`src/rtl/i2c_slave_pkg.sv`:
```
package i2c_slave_pkg;
  localparam int unsigned BYTE_W = 8;
  localparam int unsigned ADDR_W = BYTE_W - 1;
  localparam int unsigned CNT_W  = $clog2(BYTE_W + 1);

  // host register select
  localparam logic [1:0] RA_DATA = 2'd0;
  localparam logic [1:0] RA_OWN  = 2'd1;
  localparam logic [1:0] RA_STAT = 2'd2;

  // status bit positions
  localparam int unsigned SB_DONE  = 7;
  localparam int unsigned SB_MATCH = 6;
  localparam int unsigned SB_BUSY  = 5;
  localparam int unsigned SB_DIR   = 2;
  localparam int unsigned SB_RXAK  = 0;

  typedef enum logic [2:0] {
    PH_IDLE, PH_ADDR, PH_AACK, PH_RX, PH_RACK, PH_TX, PH_TACK, PH_SKIP
  } phase_e;
endpackage

```
`src/rtl/i2c_line_sync.sv`:
```
module i2c_line_sync #(
  parameter int unsigned STAGES = 2
) (
  input  logic clk,
  input  logic rst,
  input  logic scl_i,
  input  logic sda_i,
  output logic sda_s,
  output logic scl_rise,
  output logic scl_fall,
  output logic start_evt,
  output logic stop_evt
);
  logic [STAGES-1:0] scl_q, sda_q;
  logic scl_s, scl_p, sda_p;

  generate
    if (STAGES > 1) begin : g_chain
      always_ff @(posedge clk) begin
        if (rst) begin
          scl_q <= '1;
          sda_q <= '1;
        end else begin
          scl_q <= {scl_q[STAGES-2:0], scl_i};
          sda_q <= {sda_q[STAGES-2:0], sda_i};
        end
      end
    end else begin : g_single
      always_ff @(posedge clk) begin
        if (rst) begin
          scl_q <= '1;
          sda_q <= '1;
        end else begin
          scl_q <= scl_i;
          sda_q <= sda_i;
        end
      end
    end
  endgenerate

  assign scl_s = scl_q[STAGES-1];
  assign sda_s = sda_q[STAGES-1];

  always_ff @(posedge clk) begin
    if (rst) begin
      scl_p <= 1'b1;
      sda_p <= 1'b1;
    end else begin
      scl_p <= scl_s;
      sda_p <= sda_s;
    end
  end

  assign scl_rise  = scl_s & ~scl_p;
  assign scl_fall  = ~scl_s & scl_p;
  assign start_evt = scl_s & scl_p & sda_p & ~sda_s;
  assign stop_evt  = scl_s & scl_p & ~sda_p & sda_s;
endmodule

```
`src/rtl/i2c_bit_engine.sv`:
```
module i2c_bit_engine
  import i2c_slave_pkg::*;
(
  input  logic              clk,
  input  logic              rst,
  input  logic              scl_rise,
  input  logic              scl_fall,
  input  logic              start_evt,
  input  logic              stop_evt,
  input  logic              sda_s,
  input  logic [ADDR_W-1:0] own_addr,
  input  logic [BYTE_W-1:0] tx_byte,
  output logic              sda_oe,
  output logic [BYTE_W-1:0] rx_byte,
  output logic              busy,
  output logic              dir,
  output logic              rxak,
  output logic              addr_hit,
  output logic              addr_miss,
  output logic              byte_done
);
  localparam logic [CNT_W-1:0] LAST = CNT_W'(BYTE_W);

  phase_e            ph;
  logic [CNT_W-1:0]  cnt;
  logic [BYTE_W-1:0] sh;

  always_ff @(posedge clk) begin
    if (rst) begin
      ph <= PH_IDLE; cnt <= '0; sh <= '0; rx_byte <= '0;
      sda_oe <= 1'b0; busy <= 1'b0; dir <= 1'b0; rxak <= 1'b0;
      addr_hit <= 1'b0; addr_miss <= 1'b0; byte_done <= 1'b0;
    end else begin
      addr_hit  <= 1'b0;
      addr_miss <= 1'b0;
      byte_done <= 1'b0;
      if (start_evt) begin
        ph <= PH_ADDR; cnt <= '0; busy <= 1'b1; sda_oe <= 1'b0;
      end else if (stop_evt) begin
        ph <= PH_IDLE; busy <= 1'b0; sda_oe <= 1'b0;
      end else begin
        case (ph)
          PH_ADDR: begin
            if (scl_rise) begin
              sh  <= {sh[BYTE_W-2:0], sda_s};
              cnt <= cnt + 1'b1;
            end else if (scl_fall && cnt == LAST) begin
              if (sh[BYTE_W-1:1] == own_addr) begin
                addr_hit <= 1'b1; dir <= sh[0]; sda_oe <= 1'b1; ph <= PH_AACK;
              end else begin
                addr_miss <= 1'b1; ph <= PH_SKIP;
              end
            end
          end
          PH_AACK: if (scl_fall) begin
            cnt <= '0;
            if (dir) begin
              sh <= tx_byte; sda_oe <= ~tx_byte[BYTE_W-1]; ph <= PH_TX;
            end else begin
              sda_oe <= 1'b0; ph <= PH_RX;
            end
          end
          PH_RX: begin
            if (scl_rise) begin
              sh  <= {sh[BYTE_W-2:0], sda_s};
              cnt <= cnt + 1'b1;
            end else if (scl_fall && cnt == LAST) begin
              rx_byte <= sh; byte_done <= 1'b1; sda_oe <= 1'b1; ph <= PH_RACK;
            end
          end
          PH_RACK: if (scl_fall) begin
            sda_oe <= 1'b0; cnt <= '0; ph <= PH_RX;
          end
          PH_TX: begin
            if (scl_rise) begin
              cnt <= cnt + 1'b1;
            end else if (scl_fall) begin
              if (cnt == LAST) begin
                sda_oe <= 1'b0; ph <= PH_TACK;
              end else begin
                sh <= {sh[BYTE_W-2:0], 1'b0}; sda_oe <= ~sh[BYTE_W-2];
              end
            end
          end
          PH_TACK: begin
            if (scl_rise) begin
              rxak <= sda_s; byte_done <= 1'b1;
            end else if (scl_fall) begin
              if (!rxak) begin
                sh <= tx_byte; sda_oe <= ~tx_byte[BYTE_W-1]; cnt <= '0; ph <= PH_TX;
              end else begin
                ph <= PH_SKIP;
              end
            end
          end
          default: ;
        endcase
      end
    end
  end
endmodule

```
`src/rtl/i2c_host_regs.sv`:
```
module i2c_host_regs
  import i2c_slave_pkg::*;
#(
  parameter logic [ADDR_W-1:0] RESET_ADDR = '0
) (
  input  logic              clk,
  input  logic              rst,
  input  logic              reg_wr,
  input  logic              reg_rd,
  input  logic [1:0]        reg_addr,
  input  logic [BYTE_W-1:0] reg_wdata,
  input  logic              addr_hit,
  input  logic              addr_miss,
  input  logic              byte_done,
  input  logic              busy,
  input  logic              dir,
  input  logic              rxak,
  input  logic [BYTE_W-1:0] rx_byte,
  output logic [ADDR_W-1:0] own_addr,
  output logic [BYTE_W-1:0] tx_byte,
  output logic [BYTE_W-1:0] reg_rdata,
  output logic              irq,
  output logic              st_match,
  output logic              st_done
);
  logic              data_acc;
  logic [BYTE_W-1:0] status;

  assign data_acc = (reg_wr | reg_rd) && reg_addr == RA_DATA;

  always_comb begin
    status           = '0;
    status[SB_DONE]  = st_done;
    status[SB_MATCH] = st_match;
    status[SB_BUSY]  = busy;
    status[SB_DIR]   = dir;
    status[SB_RXAK]  = rxak;
  end

  always_ff @(posedge clk) begin
    if (rst) begin
      own_addr <= RESET_ADDR; tx_byte <= '0; reg_rdata <= '0;
      irq <= 1'b0; st_match <= 1'b0; st_done <= 1'b0;
    end else begin
      if (reg_wr && reg_addr == RA_OWN)  own_addr <= reg_wdata[ADDR_W-1:0];
      if (reg_wr && reg_addr == RA_DATA) tx_byte  <= reg_wdata;

      if (addr_hit)                  st_match <= 1'b1;
      else if (addr_miss || data_acc) st_match <= 1'b0;

      if (byte_done)     st_done <= 1'b1;
      else if (data_acc) st_done <= 1'b0;

      if (addr_hit || byte_done)          irq <= 1'b1;
      else if (reg_wr && reg_addr == RA_STAT) irq <= 1'b0;

      if (reg_rd) begin
        case (reg_addr)
          RA_DATA: reg_rdata <= rx_byte;
          RA_OWN:  reg_rdata <= {1'b0, own_addr};
          RA_STAT: reg_rdata <= status;
          default: reg_rdata <= '0;
        endcase
      end
    end
  end
endmodule

```
`src/rtl/i2c_slave_stat.sv`:
```
module i2c_slave_stat
  import i2c_slave_pkg::*;
#(
  parameter int unsigned       SYNC_STAGES = 2,
  parameter logic [ADDR_W-1:0] RESET_ADDR  = '0
) (
  input  logic              clk,
  input  logic              rst,
  input  logic              scl_i,
  input  logic              sda_i,
  output logic              sda_oe,
  input  logic              reg_wr,
  input  logic              reg_rd,
  input  logic [1:0]        reg_addr,
  input  logic [BYTE_W-1:0] reg_wdata,
  output logic [BYTE_W-1:0] reg_rdata,
  output logic              irq
);
  logic sda_s, scl_rise, scl_fall, start_evt, stop_evt;
  logic busy, dir, rxak, addr_hit, addr_miss, byte_done, st_match, st_done;
  logic [ADDR_W-1:0] own_addr;
  logic [BYTE_W-1:0] tx_byte, rx_byte;

  i2c_line_sync #(.STAGES(SYNC_STAGES)) u_sync (
    .clk(clk), .rst(rst), .scl_i(scl_i), .sda_i(sda_i), .sda_s(sda_s),
    .scl_rise(scl_rise), .scl_fall(scl_fall),
    .start_evt(start_evt), .stop_evt(stop_evt)
  );

  i2c_bit_engine u_eng (
    .clk(clk), .rst(rst), .scl_rise(scl_rise), .scl_fall(scl_fall),
    .start_evt(start_evt), .stop_evt(stop_evt), .sda_s(sda_s),
    .own_addr(own_addr), .tx_byte(tx_byte), .sda_oe(sda_oe), .rx_byte(rx_byte),
    .busy(busy), .dir(dir), .rxak(rxak), .addr_hit(addr_hit),
    .addr_miss(addr_miss), .byte_done(byte_done)
  );

  i2c_host_regs #(.RESET_ADDR(RESET_ADDR)) u_regs (
    .clk(clk), .rst(rst), .reg_wr(reg_wr), .reg_rd(reg_rd), .reg_addr(reg_addr),
    .reg_wdata(reg_wdata), .addr_hit(addr_hit), .addr_miss(addr_miss),
    .byte_done(byte_done), .busy(busy), .dir(dir), .rxak(rxak), .rx_byte(rx_byte),
    .own_addr(own_addr), .tx_byte(tx_byte), .reg_rdata(reg_rdata), .irq(irq),
    .st_match(st_match), .st_done(st_done)
  );
endmodule

```
`config.mk`:
```
export PLATFORM = sky130hd
export DESIGN_NAME = i2c_slave_stat
export DESIGN_NICKNAME = d
export VERILOG_FILES = /design/src/rtl/i2c_slave_pkg.sv /design/src/rtl/i2c_line_sync.sv /design/src/rtl/i2c_bit_engine.sv /design/src/rtl/i2c_host_regs.sv /design/src/rtl/i2c_slave_stat.sv
export SDC_FILE = /design/constraint.sdc
export NUM_CORES = 1
export LEC_CHECK = 0
export BUFFER_PORTS_ARGS = -buffer_cell sky130_fd_sc_hd__buf_2
export CAP_MARGIN = 20
export CORE_MARGIN = 3
export CORE_UTILIZATION = 30
export DETAILED_ROUTE_END_ITERATION = 8
export GPL_TIMING_DRIVEN = 0
export PLACE_DENSITY = 0.58
export RECOVER_POWER = 100
export SLEW_MARGIN = 25
export SYNTH_ARGS = -nofsm -noshare
export SYNTH_HDL_FRONTEND = slang
export SYNTH_SLANG_ARGS = --single-unit
```
`constraint.sdc`:
```
create_clock -name clk -period 3.4 [get_ports clk]
set_clock_uncertainty 0.1 [all_clocks]
set_input_delay 0 -clock clk [delete_from_list [all_inputs] [get_ports clk]]
set_output_delay 0 -clock clk [all_outputs]
set_load 0.01 [all_outputs]
```
==> flow_summary.ini <==
[routing]
dr.pass1.iters = 4
ant_nets = 0
wire_per_inst_um = 14.4
vias = 2584
dr.first_iter.drc_count = 158
wirelength_mm = 7.55
drc = 0
vias_per_cell = 4.93

[die]
initial_utilization_pct = 31.4
core.rowCount = 35
dieArea_um2 = 11000
chipWidth_um = 105
core_um2 = 9370
die_y_um = 105
num_io_pins = 26

[setup_path]
worstPathCellList = clkbuf_1 -> a21boi_2 -> a31oi_1 -> o221ai_1 -> mux2_2 -> nor2_1
cp_max_fo = 10
r2r-end = u_eng.cnt[1]$_SDFFE_PP0P_
reg2reg_slack_ns = 1.04
cp_slowest_stage_delay_ns = 0.52
critPathBufInv = 1
reg2reg_from = u_eng.ph[0]$_SDFFE_PP0P_
r2r_cells = 6
critPathArrivalTime_ns = 2.54
critical_path_required_ns = 3.58
crit_family = compound AO/OA/AOI/OAI gates
startpoint_type = flop
crit_type = flop to flop
critical_path.endpoint_type = flop
slowest_stage = a21boi_2

[grt]
grt_remaining_overflow = 0
grt_max_degree = 12
grt_pass1_vias = 2443
antenna_found_initial = 0
track_usage_pct = 14.1
grt_pass1_wl_mm = 12.5

[sta]
worst_slack_ns = 1.04
fmax_ghz = 0.424
slew_viol_final = 0
period_minus_slack_ns = 2.36
tns_ns = 0
fin_crit_sh_pct = 69.4
tightest_slew_ns = 0.741
timing.slew.headroom_pct = 50.1
rsz0062_at_grt = no
finalSetupViolCount = 0
finalHoldViolCount = 0

[run_status]
run_status = completed

[worst_hold_path]
hp-start = rst
worstHoldPathCells = 3
holdCritPathClass = input pin to flop
hold_path_end = u_eng.ph[1]$_SDFFE_PP0P_

[job]
drv_cap = 0

[synth]
yosysWarnings = 0
synth-seq-area-share_pct = 42.2
synthCells = 342
synth_fp_nets = 360
avgSynthCellArea_um2 = 8.60
synth-seq-cells = 62
async_flop_share_pct = 0
syn-cell-area_um2 = 2940
synth_cell_type_count = 58
synthFlopType = dfxtp_1
synth_edf_count = 0

[final_layout]
final_cell_mix = 62 x dfxtp_1, 58 x nor2_1, 31 x mux2i_1
layout-drive-gt1-share_pct = 12.9
mostFrequentLayoutCell = dfxtp_1
layout.nets = 408
area_delta_synth_final_pct = 18.6
insertedDiodeCount = 0

[placement]
io_buffer_count = 25
gp_congestion = 0.845
pre_cts_slack_ns = 1.22
dp_hpwl_mm = 5.44

[clock_tree]
htree_levels = 3
tritoncts = done
ctsResizeCount = 0
numCtsBuffers = 9
clockBufferDepth = 2
clock-sinks = 62
ctsHoldBuffers = 12
clk_pin_slew_worst_paths_ns = 0.07
post_cts_buffers = 0
clk_latency_ns = 0.34
root_buffer = clkbuf_8

[power]
p_per_area_nw_per_um2 = 457
leakage_nw = 1.22
ir_drop_uv = 222
-- logic make-up after synthesis --
group                      after synthesis  synth area share, %
buffers and inverters                   33                 4.89
muxes                                   33                 11.3
and+or+nand+nor                        137                 21.8
xor gates and xnor gates                 9                 2.68
adders and majority gates                2                0.851
AOI/OAI and AO/OA                       66                 16.3
DFF                                     62                 42.2
-- metal layers --
| layer | GRT usage (%) | vias up | share of wire (%) | wire length [um] |
|---|---|---|---|---|
| li1 | - | 1283 | - | - |
| met5 | 0 | - | 0 | 0 |
| met4 | 5.44 | 0 | 1.6 | 124 |
| met3 | 2.10 | 9 | 4.8 | 361 |
| met1 | 20.0 | 1236 | 49 | 3670 |
| met2 | 21.5 | 56 | 45 | 3400 |
-- how the worst max path moves through the flow --
stage                              startpoint                        end  slack (ns)  depth (start not counted)
floorplan           u_eng.cnt[0]$_SDFFE_PP0P_   u_eng.sh[6]$_SDFFE_PP0P_        1.51                          8
finish               u_eng.ph[0]$_SDFFE_PP0P_  u_eng.cnt[1]$_SDFFE_PP0P_        1.04                          6
global route         u_eng.ph[0]$_SDFFE_PP0P_  u_eng.cnt[1]$_SDFFE_PP0P_        0.85                          6
global placement    u_eng.cnt[0]$_SDFFE_PP0P_   u_eng.sh[6]$_SDFFE_PP0P_        1.24                          8
detailed placement   u_eng.ph[1]$_SDFFE_PP0P_  u_eng.cnt[1]$_SDFFE_PP0P_        1.22                          6
CTS                  u_eng.ph[1]$_SDFFE_PP0P_  u_eng.cnt[1]$_SDFFE_PP0P_        1.21                          6
-- where the power goes --
part           internal, W  total [W]  switching (W)  leakage, nW
clock network     0.000261   0.000561       0.000300       0.0820
logic             0.000100   0.000266       0.000166        0.639
registers         0.000748   0.000766      0.0000176        0.503
-- area by class of cell --
cell class                 instances  area, um2
buffer                            21       87.6
fill                            1013       5880
timing repair buffer              37        231
clock inverter                     6       38.8
clock buffer                      10        128
tap                              129        161
sequential                        62       1240
inverter                          12       45.0
multi-input combinational        247       1560
-- metrics by stage --
step                      utilization, %  hold slack [ns]  power, W  cells  area (um2)
final                               37.2           0.0360   0.00159    524        3490
after global routing                37.2           0.0792   0.00167    524        3490
after CTS                           37.5          0.00714   0.00161    524        3510
after detailed placement            34.4           0.0861   0.00104    496        3230
after global placement              34.4           0.0840   0.00104    496        3230
after floorplan                        -          0.00381  0.000965    342        2940
-- worst register-to-register path: cells and delay by family (launching register included) --
| family | cells | cell delay (ns) |
|---|---|---|
| AND/OR/NAND/NOR | 1 | 0.08 |
| buffers and inverters | 1 | 0.33 |
| flip-flops | 1 | 0.30 |
| multiplexers | 1 | 0.40 |
| AO/OA/AOI/OAI | 3 | 1.09 |
-- synth_stat cells (all sizes together) (3+ instances only) --
master	instances	area (um2)
and2	4	25.0
inv	12	45.0
nand3	14	70.1
a21oi	21	105
nor2b	4	27.5
nand2	30	113
or2	7	43.8
a311oi	8	76.3
mux2i	31	310
a31oi	3	18.8
buf	8	50.0
clkbuf	13	48.8
o21ai	12	63.8
dfxtp	62	1240
and2b	3	25.0
a211oi	6	50.1
nor2	59	224
xnor2	8	70.1
-- registers in the layout (all words and copies together) (netlist names), 2 cells and up --
register / count
u_eng.cnt: 4
u_eng.rx_byte: 8
u_eng.ph: 3
u_regs.tx_byte: 8
u_sync.scl_q: 2
u_regs.reg_rdata: 8
u_regs.own_addr: 7
u_eng.sh: 8
u_sync.sda_q: 2
Note: power is estimated with default switching activity, not from simulation.
